[config.mk]
export PLATFORM = sky130hd
export DESIGN_NAME = irq_entry_seq
export DESIGN_NICKNAME = d
export VERILOG_FILES = /design/src/rtl/irq_entry_pkg.sv /design/src/rtl/irq_seq_ctrl.sv /design/src/rtl/irq_seq_regs.sv /design/src/rtl/irq_seq_bus.sv /design/src/rtl/irq_entry_seq.sv
export SDC_FILE = /design/constraint.sdc
export NUM_CORES = 1
export LEC_CHECK = 0
export ABC_CLOCK_PERIOD_IN_PS = 5800
export CORE_MARGIN = 10
export CORE_UTILIZATION = 49
export CTS_CLUSTER_DIAMETER = 40
export DETAILED_ROUTE_END_ITERATION = 6
export PLACE_DENSITY = 0.84
export SKIP_CTS_REPAIR_TIMING = 1
export SYNTH_ARGS = -nofsm -noshare
export SYNTH_HDL_FRONTEND = slang
export SYNTH_SLANG_ARGS = --single-unit
[constraint.sdc]
create_clock -name clk -period 5.8 [get_ports clk]
set_input_delay 1.74 -clock clk [delete_from_list [all_inputs] [get_ports clk]]
set_output_delay 1.74 -clock clk [all_outputs]
set_load 0.05 [all_outputs]
[src/rtl/irq_entry_pkg.sv]
`timescale 1ns/1ps
package irq_entry_pkg;
   typedef enum logic [1:0] {
      CAUSE_IRQ = 2'b00,
      CAUSE_NMI = 2'b01,
      CAUSE_BRK = 2'b10,
      CAUSE_RSV = 2'b11
   } cause_e;

   localparam int unsigned SEQ_LEN = 7;

   typedef enum logic [2:0] {
      ST_DUMMY0  = 3'd0,
      ST_DUMMY1  = 3'd1,
      ST_PUSH_HI = 3'd2,
      ST_PUSH_LO = 3'd3,
      ST_PUSH_P  = 3'd4,
      ST_VEC_LO  = 3'd5,
      ST_VEC_HI  = 3'd6
   } step_e;

   // status byte image: N V 1 B D I Z C
   function automatic logic [7:0] pack_status(input logic [5:0] f, input logic brk);
      return {f[5], f[4], 1'b1, brk, f[3], f[2], f[1], f[0]};
   endfunction
endpackage

[src/rtl/irq_seq_ctrl.sv]
module irq_seq_ctrl
   import irq_entry_pkg::*;
#(
   parameter bit TAKEOVER_EN = 1'b1
) (
   input  logic  clk,
   input  logic  rst_n,
   input  logic  start,
   input  logic  [1:0] cause,
   input  logic  nmi_pend,
   output logic  start_acc,
   output logic  busy,
   output step_e step,
   output logic  is_brk,
   output logic  use_nmi_vec,
   output logic  done,
   output logic  iflag_set,
   output logic  nmi_ack,
   output logic  nmi_hold
);
   logic  busy_q, brk_q, nmi_vec_q;
   step_e step_q;
   logic  takeover;
   cause_e cause_c;

   assign cause_c   = cause_e'(cause);
   assign start_acc = start && !busy_q;

   generate
      if (TAKEOVER_EN) begin : g_takeover
         assign takeover = busy_q && brk_q && nmi_pend && (step_q == ST_PUSH_P);
      end else begin : g_no_takeover
         assign takeover = 1'b0;
      end
   endgenerate

   always_ff @(posedge clk) begin
      if (!rst_n) begin
         busy_q    <= 1'b0;
         step_q    <= ST_DUMMY0;
         brk_q     <= 1'b0;
         nmi_vec_q <= 1'b0;
      end else if (start_acc) begin
         busy_q    <= 1'b1;
         step_q    <= ST_DUMMY0;
         brk_q     <= (cause_c == CAUSE_BRK);
         nmi_vec_q <= (cause_c == CAUSE_NMI);
      end else if (busy_q) begin
         if (step_q == ST_VEC_HI) begin
            busy_q <= 1'b0;
            step_q <= ST_DUMMY0;
         end else begin
            step_q <= step_e'(step_q + 3'd1);
         end
         if (takeover) nmi_vec_q <= 1'b1;
      end
   end

   assign busy        = busy_q;
   assign step        = step_q;
   assign is_brk      = brk_q;
   assign use_nmi_vec = nmi_vec_q;
   assign done        = busy_q && (step_q == ST_VEC_HI);
   assign iflag_set   = busy_q && (step_q == ST_PUSH_P);
   assign nmi_ack     = takeover;
   assign nmi_hold    = busy_q && brk_q && !nmi_vec_q && (step_q == ST_VEC_LO);
endmodule

[src/rtl/irq_seq_regs.sv]
module irq_seq_regs
   import irq_entry_pkg::*;
#(
   parameter int unsigned ADDR_W = 16,
   parameter int unsigned DATA_W = 8,
   parameter int unsigned FLAG_W = 6
) (
   input  logic              clk,
   input  logic              rst_n,
   input  logic              start_acc,
   input  logic              busy,
   input  step_e             step,
   input  logic              is_brk,
   input  logic [ADDR_W-1:0] pc_in,
   input  logic [FLAG_W-1:0] flags_in,
   input  logic [DATA_W-1:0] sp_in,
   input  logic [DATA_W-1:0] rdata,
   output logic [ADDR_W-1:0] pc_q,
   output logic [DATA_W-1:0] sp_q,
   output logic [FLAG_W-1:0] flags_q
);
   logic [DATA_W-1:0] vec_lo_q;
   logic              push_step;

   assign push_step = (step == ST_PUSH_HI) || (step == ST_PUSH_LO) || (step == ST_PUSH_P);

   always_ff @(posedge clk) begin
      if (!rst_n) begin
         pc_q     <= '0;
         sp_q     <= '0;
         flags_q  <= '0;
         vec_lo_q <= '0;
      end else if (start_acc) begin
         pc_q    <= pc_in;
         sp_q    <= sp_in;
         flags_q <= flags_in;
      end else if (busy) begin
         if (is_brk && (step == ST_DUMMY0 || step == ST_DUMMY1))
            pc_q <= pc_q + ADDR_W'(1);
         if (push_step)
            sp_q <= sp_q - DATA_W'(1);
         if (step == ST_VEC_LO)
            vec_lo_q <= rdata;
         if (step == ST_VEC_HI)
            pc_q <= {rdata, vec_lo_q};
      end
   end
endmodule

[src/rtl/irq_seq_bus.sv]
module irq_seq_bus
   import irq_entry_pkg::*;
#(
   parameter int unsigned ADDR_W = 16,
   parameter int unsigned DATA_W = 8,
   parameter int unsigned FLAG_W = 6,
   parameter logic [DATA_W-1:0] STACK_PAGE = 8'h01,
   parameter logic [ADDR_W-1:0] VEC_NMI    = 16'hFFFA,
   parameter logic [ADDR_W-1:0] VEC_IRQ    = 16'hFFFE
) (
   input  logic              busy,
   input  step_e             step,
   input  logic              is_brk,
   input  logic              use_nmi_vec,
   input  logic [ADDR_W-1:0] pc_q,
   input  logic [DATA_W-1:0] sp_q,
   input  logic [FLAG_W-1:0] flags_q,
   output logic [ADDR_W-1:0] addr,
   output logic              rd,
   output logic              wr,
   output logic [DATA_W-1:0] wdata
);
   logic [ADDR_W-1:0] vec_base;
   logic [ADDR_W-1:0] stack_addr;
   logic              write_step;

   assign vec_base   = use_nmi_vec ? VEC_NMI : VEC_IRQ;
   assign stack_addr = {STACK_PAGE, sp_q};
   assign write_step = (step == ST_PUSH_HI) || (step == ST_PUSH_LO) || (step == ST_PUSH_P);
   assign wr         = busy && write_step;
   assign rd         = busy && !write_step;

   always_comb begin
      addr  = '0;
      wdata = '0;
      if (busy) begin
         unique case (step)
            ST_DUMMY0, ST_DUMMY1: addr = pc_q;
            ST_PUSH_HI: begin addr = stack_addr; wdata = pc_q[ADDR_W-1:DATA_W]; end
            ST_PUSH_LO: begin addr = stack_addr; wdata = pc_q[DATA_W-1:0]; end
            ST_PUSH_P:  begin addr = stack_addr; wdata = pack_status(flags_q, is_brk); end
            ST_VEC_LO:  addr = vec_base;
            ST_VEC_HI:  addr = vec_base + ADDR_W'(1);
            default:    addr = '0;
         endcase
      end
   end
endmodule

[src/rtl/irq_entry_seq.sv]
module irq_entry_seq
   import irq_entry_pkg::*;
#(
   parameter int unsigned ADDR_W = 16,
   parameter int unsigned DATA_W = 8,
   parameter logic [7:0]  STACK_PAGE = 8'h01,
   parameter logic [15:0] VEC_NMI = 16'hFFFA,
   parameter logic [15:0] VEC_IRQ = 16'hFFFE,
   parameter bit          TAKEOVER_EN = 1'b1
) (
   input  logic              clk,
   input  logic              rst_n,
   input  logic              start,
   input  logic [1:0]        cause,
   input  logic [ADDR_W-1:0] pc_in,
   input  logic [5:0]        flags_in,
   input  logic [DATA_W-1:0] sp_in,
   input  logic              nmi_pend,
   input  logic [DATA_W-1:0] rdata,
   output logic [ADDR_W-1:0] addr,
   output logic              rd,
   output logic              wr,
   output logic [DATA_W-1:0] wdata,
   output logic              busy,
   output logic              done,
   output logic              iflag_set,
   output logic              nmi_ack,
   output logic              nmi_hold,
   output logic [ADDR_W-1:0] pc_out,
   output logic [DATA_W-1:0] sp_out
);
   localparam int unsigned FLAG_W = 6;

   generate
      if (DATA_W != 8) begin : g_bad_data_w
         $error("irq_entry_seq: DATA_W must be 8");
      end
      if (ADDR_W != 2 * DATA_W) begin : g_bad_addr_w
         $error("irq_entry_seq: ADDR_W must be twice DATA_W");
      end
      if (VEC_NMI[0] || VEC_IRQ[0]) begin : g_bad_vec
         $error("irq_entry_seq: vectors must be even");
      end
   endgenerate

   logic              start_acc, is_brk, use_nmi_vec;
   step_e             step;
   logic [ADDR_W-1:0] pc_q;
   logic [DATA_W-1:0] sp_q;
   logic [FLAG_W-1:0] flags_q;

   irq_seq_ctrl #(.TAKEOVER_EN(TAKEOVER_EN)) u_ctrl (
      .clk, .rst_n, .start, .cause, .nmi_pend,
      .start_acc, .busy, .step, .is_brk, .use_nmi_vec,
      .done, .iflag_set, .nmi_ack, .nmi_hold
   );

   irq_seq_regs #(.ADDR_W(ADDR_W), .DATA_W(DATA_W), .FLAG_W(FLAG_W)) u_regs (
      .clk, .rst_n, .start_acc, .busy, .step, .is_brk,
      .pc_in, .flags_in, .sp_in, .rdata,
      .pc_q, .sp_q, .flags_q
   );

   irq_seq_bus #(
      .ADDR_W(ADDR_W), .DATA_W(DATA_W), .FLAG_W(FLAG_W),
      .STACK_PAGE(STACK_PAGE[DATA_W-1:0]),
      .VEC_NMI(VEC_NMI[ADDR_W-1:0]), .VEC_IRQ(VEC_IRQ[ADDR_W-1:0])
   ) u_bus (
      .busy, .step, .is_brk, .use_nmi_vec,
      .pc_q, .sp_q, .flags_q,
      .addr, .rd, .wr, .wdata
   );

   assign pc_out = pc_q;
   assign sp_out = sp_q;
endmodule

---- After elaboration in Yosys (flattened, before gate mapping) ----
Cells that the tools add are included.
storage, ports and cells
  input bits .............................. 44
  output and inout port bits .............. 55
  bits in registers ....................... 44
operators by class
  bitwise gates (word level) .............. 2
  reductions and logical operators ........ 29
  multiplexer cells ....................... 19
  add/subtract/negate cells ............... 4
  eq/ne operators ......................... 8
operator list
  kind                                                                 count
  16-bit two-way mux                                                   5
  16-bit case mux with 4 select lines                                  1
  16-bit by 1-bit adder with 16-bit output (second input constant)     2
  8-bit two-way mux                                                    4
  8-bit case mux with 3 select lines                                   1
  1-bit logical AND                                                    11
  3-bit == test (second input constant)                                3
  8-bit by 1-bit subtractor with 8-bit output (second input constant)  1
  3-bit by 2-bit == test with 1-bit output (second input constant)     2
  1-bit two-way mux                                                    6
  3-bit two-way mux                                                    2
  2-bit AND reduction                                                  3
  2-bit nonzero test                                                   3
  2-bit OR reduction                                                   2
  3-bit by 1-bit adder with 3-bit output (second input constant)       1
  3-bit by 1-bit == test with 1-bit output (second input constant)     1
  1-bit logical NOT                                                    3
  3-bit logical NOT                                                    1
  1-bit logical OR                                                     3
  3-bit AND reduction                                                  1
  3-bit nonzero test                                                   1
  3-bit OR reduction                                                   1
  2-bit by 1-bit == test with 1-bit output (second input constant)     1
  2-bit == test (second input constant)                                1
  1-bit inverter                                                       2

---- Depth between registers and ports, before layout ----
  word-level depth ........................ 7
  gate-level depth with buffers ........... 11
  gate-level depth less buffers ........... 7

---- Modules after synthesis ----
Synthesis repeated with hierarchy kept, for this count alone.
unflattened totals
  cell total of the unflattened synthesis .. 405
  area total of the unflattened synthesis .. 3303.2 sq um
modules (own cells, without submodules)
  module        area an instance (sq um)  seq. area each (sq um)  times used  cells each
  irq_seq_regs  2233.4                    760.7                   1           276
  irq_seq_bus   753.2                     0.0                     1           94
  irq_seq_ctrl  316.6                     120.1                   1           35

---- Worst setup path after synthesis ----
OpenSTA, ideal clock, no wires.
  path kind ............................... register to output
  start ................................... register u_ctrl.busy_q (netlist: u_ctrl.busy)
  end ..................................... output nmi_hold
  data arrival time ....................... 2.759 ns
  stages on the path, launching flop included .. 6
  required time ........................... 4.060 ns
  buffers on the path ..................... 2
  setup slack ............................. 1.301 ns
  cell sequence ........................... dfxtp_1 > clkbuf_1 > nand2_1 > or2_2 > clkbuf_1 > nor3b_1
between the ends
  word-level cells in the longest chain between the ends .. 3
ends and longest elaborated chain
  what                             line                 text
  start: declaration               irq_seq_ctrl.sv:21   logic busy_q, brk_q, nmi_vec_q;
  start signal: assignment         irq_seq_ctrl.sv:39   busy_q <= 1'b0;
  start signal: assignment         irq_seq_ctrl.sv:44   busy_q <= 1'b1;
  start signal: assignment         irq_seq_ctrl.sv:50   busy_q <= 1'b0;
  1-bit logical AND (3 in series)  irq_seq_ctrl.sv:66   assign nmi_hold = busy_q && brk_q && !nmi_vec_q && (step_q == ST_VEC_LO);
  end: declaration                 irq_entry_seq.sv:28  output logic nmi_hold,
No other way between the ends.

---- Worst setup path after layout ----
  start ................................... register u_ctrl.step_q[0] (netlist: u_ctrl.step[0])
  end ..................................... output wdata[2]
between the ends
  word-level cells in the longest chain between the ends .. 3
ends and longest elaborated chain
  what                                                                              line                 text
  start: declaration                                                                irq_seq_ctrl.sv:22   step_e step_q;
  start signal: assignment                                                          irq_seq_ctrl.sv:53   step_q <= step_e'(step_q + 3'd1);
  3-bit == test / 3-bit by 2-bit == test with 1-bit output (equally long branches)  irq_seq_bus.sv:37    unique case (step)
  8-bit case mux with 3 select lines (*)                                            irq_seq_bus.sv:37
  8-bit two-way mux (*)                                                             irq_seq_bus.sv:36    if (busy) begin
  end: declaration                                                                  irq_entry_seq.sv:23  output logic [DATA_W-1:0] wdata,
Every way passes the cells marked *; elsewhere a longest branch is shown, timed or not.

==> flow_summary.yaml <==
worst_setup_path:
  crit_cells: 7
  path_buf_inv: 2
  r2r_start: "u_ctrl.step[0]$_SDFFE_PP0P_"
  start_kind: "flip-flop"
  required_ns: 4.06
  r2r-end: "u_regs.sp_q[7]$_SDFFE_PN0P_"
  startpoint: "u_ctrl.step[0]$_SDFFE_PP0P_"
  cp_max_fo: 20
  worst_path_max_delay_cell: "clkdlybuf4s50_1"
  crit_family: "buffers and inverters"
  ff2ff_setup_slack_ns: 2.97
  path_class: "flip-flop to output port"
  arrival_ns: 3.32
  timing.critical_path.to: "wdata[2]"
  worstSetupEndpointType: "output port"
  slowest_delay_ns: 0.83
  worstPathCellList: "nand2_1 -> inv_1 -> ha_1 -> o21ai_0 -> o22a_1 -> nor2_1 -> clkdlybuf4s50_1"
  ff2ff_path_depth: 7
sta:
  drv_slew: 0
  finalClockSkew_ns: 0.0133
  hold_viol_final: 0
  period_share: 0.872
  fmaxAchievable_mhz: 198
  tightestPinTransition_ns: 0.826
  fin_hold_ws_ns: 0.465
  finalSetupViolations: 0
  finalSetupTns_ns: 0
  fin_crit_ns: 5.06
  max-slew-margin-rel: 0.447
  grt_setup_unrepaired: "false"
drt:
  vias_per_cell: 6.46
  first_pass_iters: 5
  dr_total_vias: 3802
  wl_um: 11300
  dr.first_iter.drc_count: 514
  wire_per_inst_um: 19.3
  drt.antenna.violating_nets: 0
  drc: 0
place:
  portBuffers: 98
  postPlaceCellArea_mm2: 0.00407
  post-dp-hpwl_um: 8360
  gp_congestion: 0.944
clock_tree:
  clk_pin_slew_ns: 0.10
  clkSinkCount: 44
  htree_levels: 2
  clock_tree.buffer_depth: 2
  cts_tree: "done"
  clock_latency_ns: 0.31
  clockRootBuffer: "clkbuf_8"
  cts-buffers-inserted: 5
floorplanning:
  start_util: 0.512
  fp.dieArea_mm2: 0.00982
  num_rows: 28
  die_y_um: 99.1
  dieWidth_um: 99.1
  io_pins: 99
  core_area_mm2: 0.00599
synthesis:
  yosysTopAreaCellShare: 0.287
  synth_ff_type: "dfxtp_1"
  yosys-top-cells-area: "dfxtp_1, a21oi_1, nand2_1"
  synth_edf_count: 0
  syn_inst: 434
  ys_types: 64
  syn_area_per_cell_um2: 7.06
  synth_nets: 481
  ys_seq_area_frac: 0.287
  yosys_register_bits: 44
  yosys.area.top_type: "dfxtp_1"
  synth.most_common_cell: "nand2_1"
  synthArstFlopShare: 0
  syn_area_mm2: 0.00307
  yosysWarnings: 0
  synth_common_cells: "nand2_1, a21oi_1, dfxtp_1, nor2_1, o21ai_0"
power:
  total_power_w: 0.000852
  peakVddDrop_uv: 137
  p_per_area_mw_per_mm2: 203
  p_leak_nw: 1.39
global_route:
  grt_pass1_vias: 3488
  grt_max_degree: 35
  grt_overflow: 0
  track_usage: 0.216
  grt_pass1_wl_um: 18000
  antenna_found_initial: 0
flow_run:
  max_cap_viol_count: 0
run_status:
  status: "finished, final reports clean"
finish:
  num_antenna_cells: 0
  syn2layout_area_growth_pct: 36.7
  nets: 560
  final_area_mm2: 0.00419
  fillers: 489
  layout-drive-gt1-share: 0.0486
  fin_util: 0.700
worst_hold_path:
  hold_path.class: "flip-flop to flip-flop"
-- worst min path at each step --
| stage | startpoint | endpoint | slack, ns | depth (start not counted) |
|---|---|---|---|---|
| after global routing | u_regs.vec_lo_q[6]$_SDFFE_PN0P_ | u_regs.vec_lo_q[6]$_SDFFE_PN0P_ | 0.48 | 2 |
| after floorplan | u_regs.vec_lo_q[3]$_SDFFE_PN0P_ | u_regs.vec_lo_q[3]$_SDFFE_PN0P_ | 0.44 | 2 |
| final | u_regs.vec_lo_q[6]$_SDFFE_PN0P_ | u_regs.vec_lo_q[6]$_SDFFE_PN0P_ | 0.47 | 2 |
| after detailed placement | u_regs.vec_lo_q[6]$_SDFFE_PN0P_ | u_regs.vec_lo_q[6]$_SDFFE_PN0P_ | 0.45 | 2 |
| after CTS | u_regs.vec_lo_q[6]$_SDFFE_PN0P_ | u_regs.vec_lo_q[6]$_SDFFE_PN0P_ | 0.46 | 2 |
| after global placement | u_regs.vec_lo_q[6]$_SDFFE_PN0P_ | u_regs.vec_lo_q[6]$_SDFFE_PN0P_ | 0.44 | 2 |
-- layout make-up --
| cell class | count | area, µm² | share of cell area |
|---|---|---|---|
| repair buffers | 107 | 1050 | 0.250 |
| flip-flops and latches | 44 | 881 | 0.210 |
| inverters | 20 | 75.1 | 0.0179 |
| multi-input cells | 335 | 1970 | 0.470 |
| clock inverters | 2 | 38.8 | 0.00925 |
| clock buffers | 6 | 82.6 | 0.0197 |
| well taps | 75 | 93.8 | 0.0224 |
-- cell usage in the layout (no fill, tap or decap), drive strengths merged, types with 3 or more instances in the layout --
cell type      instances
clkdlybuf4s50         98
nand2                 59
a21oi                 45
dfxtp                 44
nor2                  35
o21ai                 28
inv                   18
nand3                 13
nor3                  11
a22oi                  9
o211ai                 9
buf                    9
a211oi                 8
a31oi                  7
or4                    7
o21a                   7
and3                   6
clkbuf                 6
nor3b                  5
o22a                   5
xnor2                  5
nor4                   5
o31a                   5
nor2b                  5
nand2b                 4
o31ai                  4
o22ai                  4
a221oi                 3
nand4                  3
mux2i                  3
ha                     3
clkinv                 3
-- stage by stage --
step / setup WS [ns] / instances
2_1_floorplan: 1.30 / 434
3_3_place_gp: 0.898 / 581
3_5_place_dp: 0.862 / 581
4_1_cts: 0.820 / 589
5_1_grt: 0.544 / 589
6_report: 0.741 / 589
-- state kept, by name, indices dropped and copies added, names as in the netlist --
name / cells
u_ctrl.busy: 1
u_ctrl.is_brk: 1
u_ctrl.step: 3
u_ctrl.use_nmi_vec: 1
u_regs.flags_q: 6
u_regs.pc_q: 16
u_regs.sp_q: 8
u_regs.vec_lo_q: 8
-- logic make-up (layout without fill, tap and decap cells) --
| family | after synthesis | count (layout) | synth area share |
|---|---|---|---|
| xor+xnor | 6 | 6 | 0.0171 |
| mux | 3 | 3 | 0.00980 |
| compound gates | 155 | 155 | 0.331 |
| fa+ha+maj | 3 | 3 | 0.0122 |
| buf+inv | 55 | 135 | 0.0702 |
| flops | 44 | 44 | 0.287 |
| simple gates | 168 | 168 | 0.273 |
-- power by group --
| part | switching [W] | internal [W] |
|---|---|---|
| clock | 0.000117 | 0.000141 |
| sequential | 0.0000343 | 0.000319 |
| combinational | 0.000144 | 0.0000961 |
-- metal layers --
layer / vias up / wire (µm) / GRT usage
li1: 1749 / - / -
met1: 1764 / 4580 / 0.276
met2: 254 / 5210 / 0.335
met3: 35 / 1300 / 0.0616
met4: 0 / 248 / 0.0816
met5: - / 0 / 0
-- worst reg2reg max path: cells and delay by family (launching register included) --
| family | cells | cell delay (ns) |
|---|---|---|
| and+or+nand+nor | 3 | 1.25 |
| DFF | 1 | 0.73 |
| AOI/OAI and AO/OA | 2 | 0.35 |
| adders and majority gates | 1 | 0.33 |
| buffers and inverters | 1 | 0.12 |
Power figures use the tool's default switching activity.
